--- config.mk ---
export PLATFORM = sky130hd
export DESIGN_NAME = flow_race_analyzer
export DESIGN_NICKNAME = d
export VERILOG_FILES = /design/src/rtl/flowrace_pkg.sv /design/src/rtl/flow_set_expand.sv /design/src/rtl/flow_primary_step.sv /design/src/rtl/fm_guard.sv /design/src/rtl/flow_race_analyzer.sv
export SDC_FILE = /design/constraint.sdc
export NUM_CORES = 1
export LEC_CHECK = 0
export BUFFER_PORTS_ARGS = -buffer_cell sky130_fd_sc_hd__buf_4
export CAP_MARGIN = 20
export CELL_PAD_IN_SITES_DETAIL_PLACEMENT = 2
export CELL_PAD_IN_SITES_GLOBAL_PLACEMENT = 2
export CORE_UTILIZATION = 35
export CTS_CLUSTER_SIZE = 25
export DETAILED_ROUTE_END_ITERATION = 8
export MAX_ROUTING_LAYER = met4
export PLACE_DENSITY = 0.77
export RECOVER_POWER = 50
export SLEW_MARGIN = 40
export SYNTH_ARGS = -nofsm -noshare
export SYNTH_HDL_FRONTEND = slang
export SYNTH_SLANG_ARGS = --single-unit
--- constraint.sdc ---
create_clock -name clk -period 2.6 [get_ports clk]
set_clock_uncertainty 0.15 [all_clocks]
set_input_delay 0.13 -clock clk [delete_from_list [all_inputs] [get_ports clk]]
set_output_delay 0.13 -clock clk [all_outputs]
set_load 0.02 [all_outputs]
--- src/rtl/flowrace_pkg.sv ---
package flowrace_pkg;

    localparam int SW  = 2;               // state variables
    localparam int XW  = 2;               // input variables
    localparam int NST = 1 << SW;         // state codes
    localparam int NX  = 1 << XW;         // input codes
    localparam int TBW = NST * NX * SW;   // table width

    typedef logic [SW-1:0] code_t;
    typedef logic [XW-1:0] in_t;
    typedef logic [NST-1:0] set_t;

    // entry (s,x) sits at bits [(s*NX + x)*SW +: SW]; rows from s=11 down to s=00,
    // within a row x=11,10,01,00
    localparam logic [TBW-1:0] DEFAULT_TABLE =
        32'b11_10_01_11_00_10_01_01_01_10_01_01_00_10_00_01;

    localparam in_t   RESET_X     = 2'b01;
    localparam code_t RESET_STATE = 2'b00;
    localparam code_t Y1_MASK     = code_t'(1) << (SW - 1);

    typedef enum logic {PH_IDLE, PH_RUN} phase_t;

    typedef struct packed {
        code_t st;
        logic  valid;
        logic  race;
        logic  crit;
        logic  osc;
        logic  viol;
    } verdict_t;

    function automatic code_t lookup(input logic [TBW-1:0] tbl, input code_t s, input in_t x);
        return tbl[(int'(s) * NX + int'(x)) * SW +: SW];
    endfunction

    function automatic set_t onehot(input code_t c);
        return set_t'(1) << c;
    endfunction

    function automatic logic multi_bit(input code_t d);
        return (d & (d - code_t'(1))) != '0;
    endfunction

endpackage

--- src/rtl/flow_set_expand.sv ---
module flow_set_expand
    import flowrace_pkg::*;
#(
    parameter logic [TBW-1:0] FLOW_TABLE = DEFAULT_TABLE
) (
    input  set_t         set_cur,
    input  in_t          x,
    output set_t         set_nxt,
    output logic         all_stable,
    output logic         race_now,
    output logic [SW:0]  stable_cnt
);
    set_t contrib [NST];
    set_t stable_vec;
    set_t multi_vec;

    for (genvar g = 0; g < NST; g++) begin : g_member
        localparam code_t ME = code_t'(g);
        code_t nx;
        code_t diff;
        assign nx   = lookup(FLOW_TABLE, ME, x);
        assign diff = nx ^ ME;
        assign stable_vec[g] = (diff == '0);
        assign multi_vec[g]  = multi_bit(diff);

        always_comb begin
            contrib[g] = '0;
            if (set_cur[g]) begin
                if (stable_vec[g]) begin
                    contrib[g] = onehot(ME);
                end else if (multi_vec[g]) begin
                    for (int b = 0; b < SW; b++) begin
                        if (diff[b]) contrib[g] = contrib[g] | onehot(ME ^ (code_t'(1) << b));
                    end
                end else begin
                    contrib[g] = onehot(nx);
                end
            end
        end
    end

    always_comb begin
        set_nxt    = '0;
        stable_cnt = '0;
        for (int i = 0; i < NST; i++) begin
            set_nxt = set_nxt | contrib[i];
            if (set_cur[i] && stable_vec[i]) stable_cnt = stable_cnt + 1'b1;
        end
    end

    assign all_stable = ~|(set_cur & ~stable_vec);
    assign race_now   = |(set_cur & multi_vec);

endmodule

--- src/rtl/flow_primary_step.sv ---
module flow_primary_step
    import flowrace_pkg::*;
#(
    parameter logic [TBW-1:0] FLOW_TABLE = DEFAULT_TABLE
) (
    input  code_t cur,
    input  in_t   x,
    output code_t nxt,
    output logic  stable
);
    code_t target;
    code_t diff;

    assign target = lookup(FLOW_TABLE, cur, x);
    assign diff   = target ^ cur;
    assign stable = (diff == '0);

    always_comb begin
        if (multi_bit(diff) && diff[SW-1]) nxt = cur ^ Y1_MASK;
        else if (multi_bit(diff))          nxt = cur ^ (diff & (~diff + code_t'(1)));
        else                               nxt = target;
    end

endmodule

--- src/rtl/fm_guard.sv ---
module fm_guard
    import flowrace_pkg::*;
(
    input  in_t  prev_x,
    input  in_t  new_x,
    input  logic settled,
    output logic violation
);
    in_t delta;
    assign delta     = prev_x ^ new_x;
    assign violation = !settled || ((delta & (delta - in_t'(1))) != '0);
endmodule

--- src/rtl/flow_race_analyzer.sv ---
module flow_race_analyzer
    import flowrace_pkg::*;
#(
    parameter logic [TBW-1:0] FLOW_TABLE = DEFAULT_TABLE,
    parameter int             MAX_STEPS  = 8
) (
    input  logic          clk,
    input  logic          rst,
    input  logic          start,
    input  logic [XW-1:0] x_in,
    output logic          done,
    output logic [SW-1:0] state_out,
    output logic          state_valid,
    output logic          race,
    output logic          critical_race,
    output logic          oscillation,
    output logic          fm_violation
);
    localparam int CW = $clog2(MAX_STEPS + 1);
    localparam logic [CW-1:0] STEP_LIMIT = CW'(MAX_STEPS);

    phase_t      phase;
    in_t         cur_x, run_x;
    code_t       pres, prim_q, prim_nxt;
    logic        pres_ok, prim_stable;
    set_t        set_q, set_nxt;
    logic [CW-1:0] steps;
    logic        race_acc, viol_q, viol_now;
    logic        all_stable, race_now;
    logic [SW:0] stable_cnt;
    logic        finish_now;
    verdict_t    verdict;

    flow_set_expand #(.FLOW_TABLE(FLOW_TABLE)) u_expand (
        .set_cur    (set_q),
        .x          (run_x),
        .set_nxt    (set_nxt),
        .all_stable (all_stable),
        .race_now   (race_now),
        .stable_cnt (stable_cnt)
    );

    flow_primary_step #(.FLOW_TABLE(FLOW_TABLE)) u_primary (
        .cur    (prim_q),
        .x      (run_x),
        .nxt    (prim_nxt),
        .stable (prim_stable)
    );

    fm_guard u_guard (
        .prev_x    (cur_x),
        .new_x     (x_in),
        .settled   (pres_ok),
        .violation (viol_now)
    );

    assign finish_now = (phase == PH_RUN) && (all_stable || steps == STEP_LIMIT);

    always_ff @(posedge clk) begin
        done <= 1'b0;
        if (rst) begin
            phase    <= PH_IDLE;
            cur_x    <= RESET_X;
            run_x    <= RESET_X;
            pres     <= RESET_STATE;
            pres_ok  <= 1'b1;
            set_q    <= '0;
            prim_q   <= RESET_STATE;
            steps    <= '0;
            race_acc <= 1'b0;
            viol_q   <= 1'b0;
            verdict  <= '{st: RESET_STATE, valid: 1'b1, race: 1'b0, crit: 1'b0, osc: 1'b0, viol: 1'b0};
        end else begin
            case (phase)
                PH_IDLE: begin
                    if (start) begin
                        run_x    <= x_in;
                        set_q    <= onehot(pres);
                        prim_q   <= pres;
                        steps    <= '0;
                        race_acc <= 1'b0;
                        viol_q   <= viol_now;
                        phase    <= PH_RUN;
                    end
                end
                PH_RUN: begin
                    if (finish_now) begin
                        verdict <= '{st:    prim_q,
                                     valid: prim_stable,
                                     race:  race_acc,
                                     crit:  (stable_cnt > 1),
                                     osc:   !all_stable,
                                     viol:  viol_q};
                        done    <= 1'b1;
                        cur_x   <= run_x;
                        pres    <= prim_q;
                        pres_ok <= prim_stable;
                        phase   <= PH_IDLE;
                    end else begin
                        set_q    <= set_nxt;
                        prim_q   <= prim_nxt;
                        steps    <= steps + 1'b1;
                        race_acc <= race_acc | race_now;
                    end
                end
                default: phase <= PH_IDLE;
            endcase
        end
    end

    assign state_out     = verdict.st;
    assign state_valid   = verdict.valid;
    assign race          = verdict.race;
    assign critical_race = verdict.crit;
    assign oscillation   = verdict.osc;
    assign fm_violation  = verdict.viol;

endmodule

==> results of run 1 <==
## synth_stat cells (all sizes together), types with 2 or more instances
library cell,number
a21boi,3
a21oi,14
a311o,5
a311oi,2
a31oi,3
buf,5
clkbuf,4
dfxtp,25
ha,10
inv,14
mux2i,8
nand2,19
nand2b,4
nand3,3
nand4,2
nor2,17
nor2b,4
nor3,2
o211ai,3
o21ai,5
o22ai,2
or3,2
xnor2,2
xor2,2
## per-stage QoR
| stage | std cells | util [%] |
|---|---|---|
| final | 241 | 41.6 |
| after global placement | 235 | 40.7 |
| after CTS | 241 | 42.4 |
| after detailed placement | 235 | 40.7 |
| after global routing | 241 | 41.6 |
| after floorplan | 175 | - |
## flip-flops by register name, indices dropped and copies added (netlist names)
name           flops
critical_race      1
cur_x              2
done               1
fm_violation       1
oscillation        1
phase              1
prim_q             2
race               1
race_acc           1
run_x              2
set_q              4
state_out          2
state_valid        1
steps              4
viol_q             1
## worst max-delay path, stage by stage, from the launching register on
cell,delay [ns]
dfxtp_2,0.37
inv_1,0.07
ha_1,0.21
inv_1,0.08
nand2_1,0.10
ha_1,0.34
xnor2_1,0.21
ha_1,0.19
xnor2_1,0.12
nor3_1,0.06
a311o_1,0.32
a21oi_1,0.12
## layer usage
layer	share of wire, %	wire length (um)
met5	0	0
met4	1.3	57
met3	1.8	77
met2	52	2290
met1	45	1950
## cell type report
type	instances	area [um2]	area share, %
clock buffers	3	41.3	2.46
inverters	14	52.6	3.14
multi-input cells	127	868	51.8
flip-flops and latches	25	502	29.9
clock inverters	1	7.51	0.448
well taps	50	62.6	3.73
repair buffers	21	141	8.44
## logic make-up after synthesis
family,after synthesis,share of synthesized area [%]
AOI/OAI and AO/OA,47,22.8
and+or+nand+nor,57,19.1
DFF,25,34.0
adders and majority gates,10,8.49
xor gates and xnor gates,4,2.38
muxes,9,6.20
buffers and inverters,23,7.13
## power groups by stage
| stage | logic [uW] | registers (uW) | clock network, uW |
|---|---|---|---|
| final | 172 | 422 | 240 |
| after global placement | 163 | 428 | 0 |
| after detailed placement | 172 | 430 | 0 |
| after CTS | 176 | 421 | 253 |
| after global routing | 188 | 425 | 263 |
| after floorplan | 117 | 426 | 0 |
## timing repair
| action | in CTS | in global routing |
|---|---|---|
| buffers inserted | 0 | 0 |
| hold buffers | 2 | 0 |
| endpoints found under the setup margin | 0 | 1 |
| endpoints found under the hold margin | 2 | 0 |
| gates resized for setup | 0 | 1 |
## path summary, 6_finish.rpt
kind	start	end	slack, ns	cells past startpoint
setup reg to reg	run_x[0]$_SDFFE_PP1P_	critical_race$_SDFFE_PP0P_	0.19	11
hold reg to reg	critical_race$_SDFFE_PP0P_	critical_race$_SDFFE_PP0P_	0.33	2
setup / recovery	run_x[0]$_SDFFE_PP1P_	critical_race$_SDFFE_PP0P_	0.19	11
hold / removal	rst	phase$_SDFF_PP0_	0.04	2
==> impl_metrics.toml, run 1 <==
[run_status]
status = "completed"

[power]
total_power_uw = 834
total_switching_power_uw = 253
intPower_uw = 580
peakVddDrop_uv = 214
switching_share_pct = 30.4
power_density_nw_per_um2 = 498
p_seq_share_pct = 50.7
power_frac_clock_pct = 28.7
leakage_uw = 0.000667
power_frac_comb_pct = 20.6

[clock_tree]
insertion_delay_ns = 0.27
htreeDepth = 1
tritoncts = "yes"
cts-buffers-inserted = 3
cts.sinks = 25
clk_pin_slew_ns = 0.09
cts_max_path_buffers = 2
clockRootBuffer = "clkbuf_8"

[placement]
gp_congestion = 0.846
numPortBuffers = 12
hpwl_um = 3230
place_ws_ns = 0.147
placed_area_um2 = 1640

[synthesis]
ys_seq_elements = 25
synthCells = 175
synth_edf_count = 0
async_flop_share_pct = 0
synth_nets = 190
syn_area_um2 = 1470
synth_seq_area_share_pct = 34.0
ys.flop_type = "dfxtp_1"
yosys_warnings = 0
synth_top_area_cell = "dfxtp_1"
synth_cell_types = 43
netlist_top_cells_area = "dfxtp_1 (34%), ha_1 (8.5%), mux2i_1 (5.4%)"
synth_top_area_share_pct = 34.0
syn_area_per_cell_um2 = 8.42

[critical_path]
critPathLaunchType = "flip-flop"
cp-end-kind = "flip-flop"
crit_required_ns = 2.66
arrival_ns = 2.46
crit_type = "reg2reg"
crit_fanout = 5

[detailed_routing]
drt_iter0_markers = 31
drt_first_pass_iters = 4
via_count = 1305
routedWlPerCell_um = 18.1
vias_per_cell = 5.41
ant_nets = 0
drc_errors = 0
wirelength_um = 4370

[global_routing]
grt_busiest_layer = "met2"
grt_start_max_net_pins = 21
grt_usage_pct = 22.0
grt_pass1_vias = 1426
antenna_found_initial = 0
met3_usage_pct = 2.91
grtUsageMet2_pct = 40.4
grt_overflow = 0
grt_pass1_wl_um = 7020
grtUsageMet1_pct = 24.1

[timing]
finalHoldViolCount = 0
finalCriticalPeriod_ns = 2.41
finalSetupViolations = 0
hold_ws_ns = 0.0361
worst-slew-pin-transition_ns = 0.549
clock.fmax_ghz = 0.415
worst_slack_ns = 0.193
drv_slew = 0
fin_setup_tns_ns = 0
final.period_utilization_pct = 92.6
maxSlewHeadroom_pct = 63.4
rsz0062_at_grt = "no"

[layout]
layout_common_cells = "dfxtp_1 (24), nand2_1 (19), nor2_1 (17)"
diodes = 0
n_fill_cell = 476
layout_commonest_cell = "dfxtp_1"
syn2layout_area_growth_pct = 13.7
final_net_count = 207
drive_gt1_share_pct = 10.5
final_cell_area_um2 = 1680

[job]
maxCapViolCount = 0

[floorplanning]
dieArea_um2 = 4470
io_pins = 13
die_h_um = 66.9
design.core.area_um2 = 4030
die_w_um = 66.9
start_util_pct = 36.6
rows = 23

[worst_hold_path]
hold_path_class = "in2reg"
No activity file was read; power rests on OpenSTA's default activity.
==> inputs of run 2 (changes only) <==
PLACE_DENSITY = 0.75   (was 0.77)
==> run 2 against run 1 <==
Non-clock buffer count is the same. Via count rose by 1.1%. Fmax is 1.3% lower. Largest cell class unchanged. Sequential power barely moved. Critical path type unchanged. Sequential share of layout area grew 0.52 points.
==> impl_metrics.toml, run 2 (synthesis results as in run 1) <==
[clock_tree]
htreeDepth = 1
cts-buffers-inserted = 3
insertion_delay_ns = 0.29
cts_max_path_buffers = 2
clockRootBuffer = "clkbuf_8"
cts.sinks = 25
tritoncts = "yes"
clk_pin_slew_ns = 0.10
postCtsSetupBuffers = 0

[power]
peakVddDrop_uv = 179
switching_share_pct = 31.0
power_density_nw_per_um2 = 506
power_frac_comb_pct = 19.6
power_frac_clock_pct = 30.1
leakage_uw = 0.000662
intPower_uw = 575
p_seq_share_pct = 50.3
total_switching_power_uw = 259

[worst_hold_path]
hold_path_class = "in2reg"

[critical_path]
crit_required_ns = 2.66
arrival_ns = 2.50
critPathLaunchType = "flip-flop"
crit_fanout = 12
cp-end-kind = "flip-flop"
crit_type = "reg2reg"

[global_routing]
grt_overflow = 0
grt_pass1_vias = 1422
grt_pass1_wl_um = 6880
grt_usage_pct = 21.5
antenna_found_initial = 0
grt_start_max_net_pins = 21

[layout]
syn2layout_area_growth_pct = 11.7
reg_top3 = "set_q: 4 flops, steps: 4 flops"
layout_commonest_cell = "dfxtp_1"
drive_gt1_share_pct = 11.0
layout_common_cells = "dfxtp_1 (24), nand2_1 (19), nor2_1 (17)"
diodes = 0
final_cell_area_um2 = 1650
final_net_count = 207

[floorplanning]
dieArea_um2 = 4470
io_pins = 13
die_h_um = 66.9
rows = 23
start_util_pct = 36.6
die_w_um = 66.9
design.core.area_um2 = 4030

[timing]
fin_setup_tns_ns = 0
worst-slew-pin-transition_ns = 0.807
maxSlewHeadroom_pct = 46.1
finalSetupViolations = 0
hold_ws_ns = 0.000695
drv_slew = 0
clock.fmax_ghz = 0.410
finalHoldViolCount = 0
rsz0062_at_grt = "no"
final.period_utilization_pct = 93.8
finalCriticalPeriod_ns = 2.44

[placement]
numPortBuffers = 12
hpwl_um = 3220
gp_congestion = 0.800
placed_area_um2 = 1630

[detailed_routing]
drt_first_pass_iters = 4
drt_iter0_markers = 35
highest_layer = "met4"
wirelength_um = 4180
drc_errors = 0
vias_per_cell = 5.48
via_count = 1320
met3WireLength_um = 104
wl_met2_um = 2080
routedWlPerCell_um = 17.3
ant_nets = 0
met1Wirelength_um = 1920

[job]
maxCapViolCount = 0

[run_status]
status = "completed"
-- run 2: cell count changes in the layout (fill, tap and decap cells not counted) --
cell	previous run	this run
buf_12	1	0
buf_4	9	11
clkbuf_1	9	8
clkbuf_2	0	1
dlygate4sd3_1	2	1
nand4b_1	0	1
nand4b_4	1	0
-- run 2: through the flow --
step           worst slack [ns]  power (uW)  utilization [%]  cells
6_report                  0.162         834             40.9    241
5_1_grt                  0.0220         881             40.9    241
4_1_cts                   0.104         850             42.0    241
3_5_place_dp              0.123         599             40.6    236
3_3_place_gp              0.302         589             40.6    236
2_1_floorplan             0.226         543                -    175
-- run 2: cell type report --
class	count	area, um2
flip-flops and latches	25	502
well taps	50	62.6
inverters	14	52.6
multi-input cells	127	853
clock inverters	1	7.51
repair buffers	21	128
fillers	479	2380
clock buffers	3	41.3
-- run 2: power by group through the flow --
stage	registers, uW	logic [uW]	clock network, uW
finish	419	163	251
floorplan	426	117	0
global placement	426	163	0
detailed placement	428	171	0
CTS	419	174	257
global route	423	181	277
-- run 2: routing by layer --
| metal | global-route usage (%) | vias to the layer above |
|---|---|---|
| li1 | - | 646 |
| met1 | 25.0 | 648 |
| met2 | 37.8 | 19 |
| met3 | 3.08 | 7 |
| met4 | 6.65 | 0 |
| met5 | - | - |
-- run 2: critical path: stages, from the launching register on --
cell and delay [ns]:
dfxtp_1 0.49, inv_1 0.13, ha_1 0.31, nand2_1 0.07, nand4b_1 0.26, a21o_1 0.46, a311o_1 0.35, a21oi_1 0.14
-- run 2: worst paths after layout --
path                         startpoint                          to  slack, ns  cells after the start
max               run_x[1]$_SDFFE_PP0P_  critical_race$_SDFFE_PP0P_       0.16                      7
min                             x_in[0]       run_x[0]$_SDFFE_PP1P_     0.0007                      3
max reg2reg       run_x[1]$_SDFFE_PP0P_  critical_race$_SDFFE_PP0P_       0.16                      7
min reg2reg  critical_race$_SDFFE_PP0P_  critical_race$_SDFFE_PP0P_       0.35                      2
-- run 2: what timing repair did --
action                                  CTS  global route
hold buffers                              1             0
resized for setup                         0             1
hold endpoints to repair                  1             0
endpoints found under the setup margin    0             1
